<file path="config.mk">
export PLATFORM = sky130hd
export DESIGN_NAME = adc_seq_ctrl
export DESIGN_NICKNAME = d
export VERILOG_FILES = /design/src/rtl/adc_seq_pkg.sv /design/src/rtl/adc_seq_presc.sv /design/src/rtl/adc_seq_sar.sv /design/src/rtl/adc_seq_ctrl.sv
export SDC_FILE = /design/constraint.sdc
export NUM_CORES = 1
export LEC_CHECK = 0
export CAP_MARGIN = 20
export CORE_UTILIZATION = 63
export DETAILED_ROUTE_END_ITERATION = 8
export DONT_BUFFER_PORTS = 1
export GPL_TIMING_DRIVEN = 0
export PLACE_DENSITY = 0.79
export SLEW_MARGIN = 20
export SYNTH_ARGS = -nofsm -noshare
export SYNTH_HDL_FRONTEND = slang
export SYNTH_SLANG_ARGS = --single-unit
</file>
<file path="constraint.sdc">
create_clock -name clk -period 2.45 [get_ports clk]
set_input_delay 0.3675 -clock clk [delete_from_list [all_inputs] [get_ports clk]]
set_output_delay 0.3675 -clock clk [all_outputs]
set_load 0.02 [all_outputs]
</file>
<file path="src/rtl/adc_seq_pkg.sv">
package adc_seq_pkg;

    typedef enum logic [1:0] {
        PH_IDLE = 2'd0,
        PH_SMP1 = 2'd1,
        PH_SMP2 = 2'd2,
        PH_CONV = 2'd3
    } phase_e;

    localparam int PRS_AT_RESET = 5;

endpackage

</file>
<file path="src/rtl/adc_seq_presc.sv">
module adc_seq_presc #(
    parameter int PRS_W = 5
) (
    input  logic             clk,
    input  logic             rst_n,
    input  logic             run,
    input  logic [PRS_W-1:0] prs,
    output logic             tick
);
    localparam int CNT_W = PRS_W + 1;

    logic [CNT_W-1:0] cnt_d, cnt_q;
    logic [CNT_W-1:0] last;

    always_comb begin
        last  = {prs, 1'b1};
        tick  = run && (cnt_q == last);
        cnt_d = cnt_q;
        if (!run) begin
            cnt_d = '0;
        end else if (cnt_q == last) begin
            cnt_d = '0;
        end else begin
            cnt_d = cnt_q + CNT_W'(1);
        end
    end

    always_ff @(posedge clk or negedge rst_n) begin
        if (!rst_n) begin
            cnt_q <= '0;
        end else begin
            cnt_q <= cnt_d;
        end
    end

endmodule

</file>
<file path="src/rtl/adc_seq_sar.sv">
module adc_seq_sar #(
    parameter int W     = 10,
    parameter int IDX_W = $clog2(W)
) (
    input  logic             clk,
    input  logic             rst_n,
    input  logic             clr,
    input  logic             step,
    input  logic [IDX_W-1:0] idx,
    input  logic             keep,
    output logic [W-1:0]     trial,
    output logic [W-1:0]     acc_nxt
);
    logic [W-1:0] acc_d, acc_q;

    always_comb begin
        trial   = acc_q | (W'(1) << idx);
        acc_nxt = keep ? trial : acc_q;
        acc_d   = acc_q;
        if (clr) begin
            acc_d = '0;
        end else if (step) begin
            acc_d = acc_nxt;
        end
    end

    always_ff @(posedge clk or negedge rst_n) begin
        if (!rst_n) begin
            acc_q <= '0;
        end else begin
            acc_q <= acc_d;
        end
    end

endmodule

</file>
<file path="src/rtl/adc_seq_ctrl.sv">
module adc_seq_ctrl
    import adc_seq_pkg::*;
#(
    parameter int PRS_W    = 5,
    parameter int SMP_W    = 2,
    parameter int RES_HI   = 10,
    parameter int RES_LO   = 8,
    parameter int P1_TICKS = 2,
    localparam int CFG_W   = 1 + SMP_W + PRS_W
) (
    input  logic              clk,
    input  logic              rst_n,
    input  logic              cfg_we,
    input  logic [CFG_W-1:0]  cfg_wdata,
    output logic [CFG_W-1:0]  cfg_rdata,
    input  logic              start,
    input  logic              cmp_ge,
    output logic              smp_buf,
    output logic              smp_direct,
    output logic [RES_HI-1:0] dac_code,
    output logic [RES_HI-1:0] result,
    output logic              done,
    output logic              busy
);
    localparam int IDX_W = $clog2(RES_HI);
    localparam int PH_W  = (1 << SMP_W) + 1;

    typedef struct packed {
        phase_e            phase;
        logic [PH_W-1:0]   ph_cnt;
        logic [IDX_W-1:0]  bit_idx;
        logic              done;
        logic [RES_HI-1:0] result;
        logic [CFG_W-1:0]  cfg;
    } seq_t;

    seq_t s_d, s_q;

    logic              tick;
    logic              sar_clr;
    logic              sar_step;
    logic [RES_HI-1:0] trial;
    logic [RES_HI-1:0] acc_nxt;
    logic [SMP_W-1:0]  smp_code;
    logic [PRS_W-1:0]  prs;
    logic              narrow;
    logic [PH_W-1:0]   p2_last;
    logic [IDX_W-1:0]  msb_idx;

    adc_seq_presc #(.PRS_W(PRS_W)) u_presc (
        .clk   (clk),
        .rst_n (rst_n),
        .run   (s_q.phase != PH_IDLE),
        .prs   (prs),
        .tick  (tick)
    );

    adc_seq_sar #(.W(RES_HI), .IDX_W(IDX_W)) u_sar (
        .clk     (clk),
        .rst_n   (rst_n),
        .clr     (sar_clr),
        .step    (sar_step),
        .idx     (s_q.bit_idx),
        .keep    (cmp_ge),
        .trial   (trial),
        .acc_nxt (acc_nxt)
    );

    always_comb begin
        prs      = s_q.cfg[PRS_W-1:0];
        smp_code = s_q.cfg[PRS_W +: SMP_W];
        narrow   = s_q.cfg[CFG_W-1];
        p2_last  = PH_W'((32'd2 << smp_code) - 32'd1);
        msb_idx  = narrow ? IDX_W'(RES_LO - 1) : IDX_W'(RES_HI - 1);
        sar_clr  = (s_q.phase == PH_IDLE);
        sar_step = tick && (s_q.phase == PH_CONV);

        s_d = s_q;
        if (cfg_we) begin
            s_d.cfg    = cfg_wdata;
            s_d.phase  = PH_IDLE;
            s_d.done   = 1'b0;
            s_d.ph_cnt = '0;
        end else begin
            unique case (s_q.phase)
                PH_IDLE: begin
                    if (start) begin
                        s_d.phase  = PH_SMP1;
                        s_d.done   = 1'b0;
                        s_d.ph_cnt = '0;
                    end
                end
                PH_SMP1: begin
                    if (tick) begin
                        if (s_q.ph_cnt == PH_W'(P1_TICKS - 1)) begin
                            s_d.phase  = PH_SMP2;
                            s_d.ph_cnt = '0;
                        end else begin
                            s_d.ph_cnt = s_q.ph_cnt + PH_W'(1);
                        end
                    end
                end
                PH_SMP2: begin
                    if (tick) begin
                        if (s_q.ph_cnt == p2_last) begin
                            s_d.phase   = PH_CONV;
                            s_d.ph_cnt  = '0;
                            s_d.bit_idx = msb_idx;
                        end else begin
                            s_d.ph_cnt = s_q.ph_cnt + PH_W'(1);
                        end
                    end
                end
                PH_CONV: begin
                    if (tick) begin
                        if (s_q.bit_idx == '0) begin
                            s_d.phase  = PH_IDLE;
                            s_d.done   = 1'b1;
                            s_d.result = acc_nxt;
                        end else begin
                            s_d.bit_idx = s_q.bit_idx - IDX_W'(1);
                        end
                    end
                end
                default: s_d.phase = PH_IDLE;
            endcase
        end
    end

    always_ff @(posedge clk or negedge rst_n) begin
        if (!rst_n) begin
            s_q.phase   <= PH_IDLE;
            s_q.ph_cnt  <= '0;
            s_q.bit_idx <= '0;
            s_q.done    <= 1'b0;
            s_q.result  <= '0;
            s_q.cfg     <= CFG_W'(PRS_AT_RESET);
        end else begin
            s_q <= s_d;
        end
    end

    assign cfg_rdata  = s_q.cfg;
    assign smp_buf    = (s_q.phase == PH_SMP1);
    assign smp_direct = (s_q.phase == PH_SMP2);
    assign dac_code   = (s_q.phase == PH_CONV) ? trial : '0;
    assign result     = s_q.result;
    assign done       = s_q.done;
    assign busy       = (s_q.phase != PH_IDLE);

endmodule

</file>
==> flow_summary.yaml, run 1 <==
synth:
  synth_top_area_share_pct: 42.4
  synth_cell_type_count: 44
  netlist_top_cells_area: "dfrtp_1 (42%), ha_1 (6.3%), buf_4 (5.2%)"
  synth.cell_area_um2: 2600
  synth_edf_count: 0
  synth_top_family_by_area: "compound AO/OA/AOI/OAI gates"
  synth_compound_area_share_pct: 20.5
  yosysTopAreaCell: "dfrtp_1"
  synth.net_count: 298
  ys_ff_latch: 46
  yosys.area_share.simple_pct: 13.5
  yosys_warnings: 0
  synthFlopType: "dfrtp_1"
  synth_mux_area_share_pct: 3.47
  yosysSeqAreaShare_pct: 44.4
  synth_cells: 272
  synth_adder_area_share_pct: 6.26
  postSynthAreaPerCell_um2: 9.55
  synthArstFlopShare_pct: 100
  synth-xor-area-share_pct: 3.32
clock_network:
  clk_pin_slew_ns: 0.08
  clockBufferDepth: 2
  numCtsBuffers: 5
  clk_latency_ns: 0.30
  cts_tree: "done"
  htreeDepth: 2
  clock-root-buffer: "clkbuf_8"
  cts_sinks: 46
critical_path:
  rr_startpoint: "s_q[29]"
  startpoint_type: "flip-flop"
  critPathKind: "reg -> reg"
  rr_worst_depth: 8
  path_max_fanout: 10
  endpoint_kind: "flip-flop"
  crit_slowest_cell: "or4_1"
  startpoint: "s_q[29]"
  rrSetupSlack_ns: 0.11
  path_cells: "ha_1, buf_6, inv_1, or4_1, buf_4, or3b_4, nor2b_1, a311oi_1"
  crit_path_max_incr_delay_ns: 0.50
  critPathRequiredTime_ns: 2.65
  cp.arrival_ns: 2.55
floorplanning:
  core_area_um2: 3800
  io_pins: 45
  fp.dieW_um: 66.2
  fp-row-count: 22
  dieArea_um2: 4380
  dieHeight_um: 66.2
  start_util_pct: 68.4
status:
  status: "completed"
layout:
  fin_area_um2: 2830
  area_delta_synth_final_pct: 8.77
  post-route-util_pct: 74.4
  num-fill-cells: 274
  instances_no_fill: 332
  drive_above_1_share_pct: 18.0
  final_cell_mix: "dfrtp_1 (44), nor2_1 (27), a21oi_1 (25), buf_4 (22), nand2_1 (20)"
  finalNetCount: 309
  multi_input_area_um2: 1240
  seqCellArea_um2: 1150
  antenna_cells: 0
  mostFrequentLayoutCell: "dfrtp_1"
sta:
  hold_slack_ns: 0.176
  fin_crit_sh_pct: 95.7
  hold_viol_final: 0
  drv_slew: 0
  rsz0062_at_grt: "yes"
  slew_headroom_pct: 54.5
  tightest_slew_ns: 0.683
  period_needed_ns: 2.34
  setup_violations: 0
  fmax_mhz: 427
  setup_slack_ns: 0.105
  fin_skew_ns: 0.00892
routing:
  drc_errors: 0
  drtIter0Drc: 156
  wl_met2_mm: 2.37
  wl_met3_um: 248
  via_count: 1959
  maxUsedRoutingLayer: "met4"
  wl_per_cell_um: 15.3
  wl_met1_mm: 2.40
  vias_per_cell: 5.90
  detail-route-antenna-nets: 0
  drt_wl_total_mm: 5.07
  dr.pass1.iters: 4
placement:
  dpl-instance-area_um2: 2660
  dpl.cell_count: 320
  hpwl_mm: 3.60
  pre_cts_ws_ns: -0.0712
  place_congestion: 0.877
  port_buffers: 0
worst_hold_path:
  min_path_type: "in -> reg"
  min_from: "start"
  min_path_cells: 1
power_and_ir_drop:
  cellLeakagePower_nw: 1.23
  pwr_density_cell_nw_per_um2: 659
  ir_drop_v: 0.000570
global_route:
  grt_max_degree: 47
  overflow: 0
  first_global_vias: 1836
  grtUsageTotal_pct: 25.1
  antenna_found_initial: 0
  grt_pass1_wl_mm: 8.29
job:
  maxCapViolations: 0
power by group:
group / internal [mW] / switching (mW)
Sequential: 0.809 / 0.0514
Combinational: 0.202 / 0.350
Clock: 0.198 / 0.250
Total: 1.21 / 0.652
worst max-delay path: cells and delay by family (launching register included):
family,cells,cell delay (ns)
AO/OA/AOI/OAI,1,0.23
adder cells (fa/ha/maj),1,0.19
buffers and inverters,3,0.41
flip-flops,1,0.40
AND/OR/NAND/NOR,3,1.04
cells by family (layout without fill, tap and decap cells):
logic type	after synthesis	count (layout)
adders and majority gates	13	13
and+or+nand+nor	76	76
xor gates and xnor gates	9	9
AOI/OAI and AO/OA	80	80
DFF	46	46
muxes	8	8
buffers and inverters	40	52
metrics by stage:
step	power, mW	setup TNS [ns]
finish	1.86	0
global route	1.97	-0.0578
floorplan	1.27	0
global placement	1.36	-0.0400
CTS	1.84	0
detailed placement	1.37	-0.274
registers in the layout (all words and copies together) (netlist names):
register	flops
cfg_rdata	8
done	1
result	10
s_q	11
u_presc.cnt_q	6
u_sar.acc_q	10
synth_stat cells (2+ instances only):
| cell | n |
|---|---|
| dfrtp_1 | 44 |
| nor2_1 | 27 |
| a21oi_1 | 26 |
| nand2_1 | 20 |
| o21ai_0 | 20 |
| buf_4 | 18 |
| ha_1 | 13 |
| inv_1 | 12 |
| a22o_1 | 8 |
| mux2_2 | 8 |
| nor2b_1 | 8 |
| clkbuf_1 | 7 |
| nand3_1 | 7 |
| a31oi_1 | 6 |
| xnor2_1 | 6 |
| a32o_1 | 3 |
| buf_2 | 3 |
| nand2b_1 | 3 |
| and3_1 | 2 |
| dfstp_2 | 2 |
| nor3_1 | 2 |
| o21a_1 | 2 |
| o31ai_1 | 2 |
| or4_1 | 2 |
| xor2_1 | 2 |
final cells by class:
type,instances,share of cell area [%]
plain buffers,28,6.82
clock buffers,6,2.57
clock inverters,2,0.354
inverters,12,1.59
multi-input cells,186,43.8
flip-flops and latches,46,40.8
well taps,48,2.13
repair buffers,4,1.86
repair_timing:
item                                   4_1_cts  5_1_grt
endpoints found under the hold margin       46        0
buffers inserted                             0        2
setup endpoints to repair                   14       18
hold buffers                                 2        0
pin swaps                                    0        1
resized for setup                            3       13
final timing paths:
| path | end |
|---|---|
| max in group asynchronous | cfg_rdata[0] |
| setup reg to reg | done |
| hold / removal | done |
| min in group asynchronous | s_q[26] |
| setup / recovery | done |
| hold reg to reg | result[6] |
per-layer routing:
metal  vias up  track usage, %
met4         0            7.98
met2        42            39.8
met1       949            34.6
li1        963               -
met5         -               0
met3         5            5.00
No activity file was read; power rests on OpenSTA's default activity.
==> run 2: changes to the inputs <==
Settings changed: PLACE_DENSITY 0.79 to 0.86.
==> flow_summary.yaml, run 2 (synthesis results as in run 1) <==
routing:
  drt_wl_total_mm: 5.23
  dr.pass1.iters: 4
  wl_per_cell_um: 15.7
  via_count: 2051
  drtIter0Drc: 175
  drc_errors: 0
  detail-route-antenna-nets: 0
  vias_per_cell: 6.14
clock_network:
  cts_sinks: 46
  htreeDepth: 2
  numCtsBuffers: 5
  clockBufferDepth: 2
  clk_pin_slew_ns: 0.08
  clk_latency_ns: 0.30
  clock-root-buffer: "clkbuf_8"
  cts_tree: "done"
floorplanning:
  core_area_um2: 3800
  io_pins: 45
  dieArea_um2: 4380
  dieHeight_um: 66.2
  start_util_pct: 68.4
  fp.dieW_um: 66.2
  fp-row-count: 22
critical_path:
  critical_path_buf_inv_count: 3
  critPathKind: "reg -> reg"
  endpoint_kind: "flip-flop"
  crit_path_max_incr_delay_ns: 0.50
  path_max_fanout: 10
  rr_startpoint: "s_q[29]"
  cp.arrival_ns: 2.55
  path_cells: "ha_1, buf_4, inv_1, or4_1, buf_4, or3b_4, nor2b_1, a311oi_1"
  crit_slowest_cell: "or4_1"
  cpLargestDelayFamily: "simple AND/OR/NAND/NOR gates"
  startpoint_type: "flip-flop"
  startpoint: "s_q[29]"
  cpMostUsedCell: "buf_4"
  critPathRequiredTime_ns: 2.66
layout:
  top_register: "s_q"
  mostFrequentLayoutCell: "dfrtp_1"
  post-route-util_pct: 75.2
  drive_above_1_share_pct: 18.9
  area_delta_synth_final_pct: 10.0
  largest_register_ffs: 11
  final_cell_mix: "dfrtp_1 (44), nor2_1 (27), buf_4 (25), a21oi_1 (25), nand2_1 (20)"
  antenna_cells: 0
  top_regs: "s_q (11), result (10), u_sar.acc_q (10)"
  finalNetCount: 311
worst_hold_path:
  min_path_type: "in -> reg"
  min_from: "start"
sta:
  fin_crit_sh_pct: 95.7
  setup_violations: 0
  rsz0062_at_grt: "no"
  fmax_mhz: 427
  fin_skew_ns: 0.00727
  period_needed_ns: 2.34
  setup_tns_ns: 0
  hold_viol_final: 0
  tightest_slew_ns: 0.693
  slew_headroom_pct: 53.8
  drv_slew: 0
global_route:
  overflow: 0
  grt.busiest_layer: "met2"
  grtUsageTotal_pct: 25.7
  grt_pass1_wl_mm: 8.44
  grt_use_met2_pct: 40.1
  grt_max_degree: 47
  grt_use_met3_pct: 5.00
  antenna_found_initial: 0
  gr-usage-met1_pct: 35.8
  first_global_vias: 1784
status:
  status: "completed"
placement:
  port_buffers: 0
  hpwl_mm: 3.66
  place_congestion: 0.849
power_and_ir_drop:
  pwr_density_cell_nw_per_um2: 692
  ir_drop_v: 0.000456
  power_mw: 1.98
  cellLeakagePower_nw: 1.24
job:
  maxCapViolations: 0
## run 2: where the power goes
part / switching (mW) / internal [mW]
sequential: 0.0553 / 0.809
clock: 0.258 / 0.303
combinational: 0.352 / 0.199
total: 0.665 / 1.31
## run 2: cell type report
type	instances	area, µm²
clock inverter	3	45.0
multi-input combinational	186	1230
tap	48	60.1
buffer	28	186
fill	269	941
clock buffer	5	68.8
inverter	12	45.0
timing repair buffer	6	67.6
sequential	46	1150
## run 2: path summary, 6_finish.rpt
kind / end / slack (ns) / cells past startpoint
min in group asynchronous: s_q[27] / 0.54 / 2
max in group asynchronous: cfg_rdata[0] / 1.65 / 2
max reg2reg: done / 0.11 / 8
min reg2reg: result[3] / 0.49 / 2
min: done / 0.17 / 1
max: done / 0.11 / 8
## run 2: through the flow
step	instances	hold slack, ns	setup slack (ns)	area [µm²]
detailed placement	320	0.0727	-0.0658	2660
finish	334	0.174	0.106	2860
global placement	320	0.0727	-0.0232	2660
floorplan	272	0.0719	0.204	2600
global route	334	0.168	0.00475	2860
CTS	332	0.175	0.00294	2830
## run 2: worst reg2reg max path, delay by kind of cell, from the launching register on
| kind | cells | cell delay (ns) |
|---|---|---|
| AO/OA/AOI/OAI | 1 | 0.23 |
| adder cells (fa/ha/maj) | 1 | 0.15 |
| buffers and inverters | 3 | 0.42 |
| flip-flops | 1 | 0.39 |
| AND/OR/NAND/NOR | 3 | 1.06 |
## run 2: repair_timing
action                                 CTS  global route
gates cloned                             0             0
pin swaps                                0             2
resized for setup                        4            12
endpoints found under the hold margin   46             0
buffers inserted                         2             2
setup endpoints to repair                7            12
hold buffers                             2             0
## run 2: metal layers
metal	up-vias	wire, µm	share of wire, %
met5	-	0	0
met4	0	82	1.6
met1	1007	2340	45
met2	71	2510	48
met3	9	302	5.8
li1	964	-	-
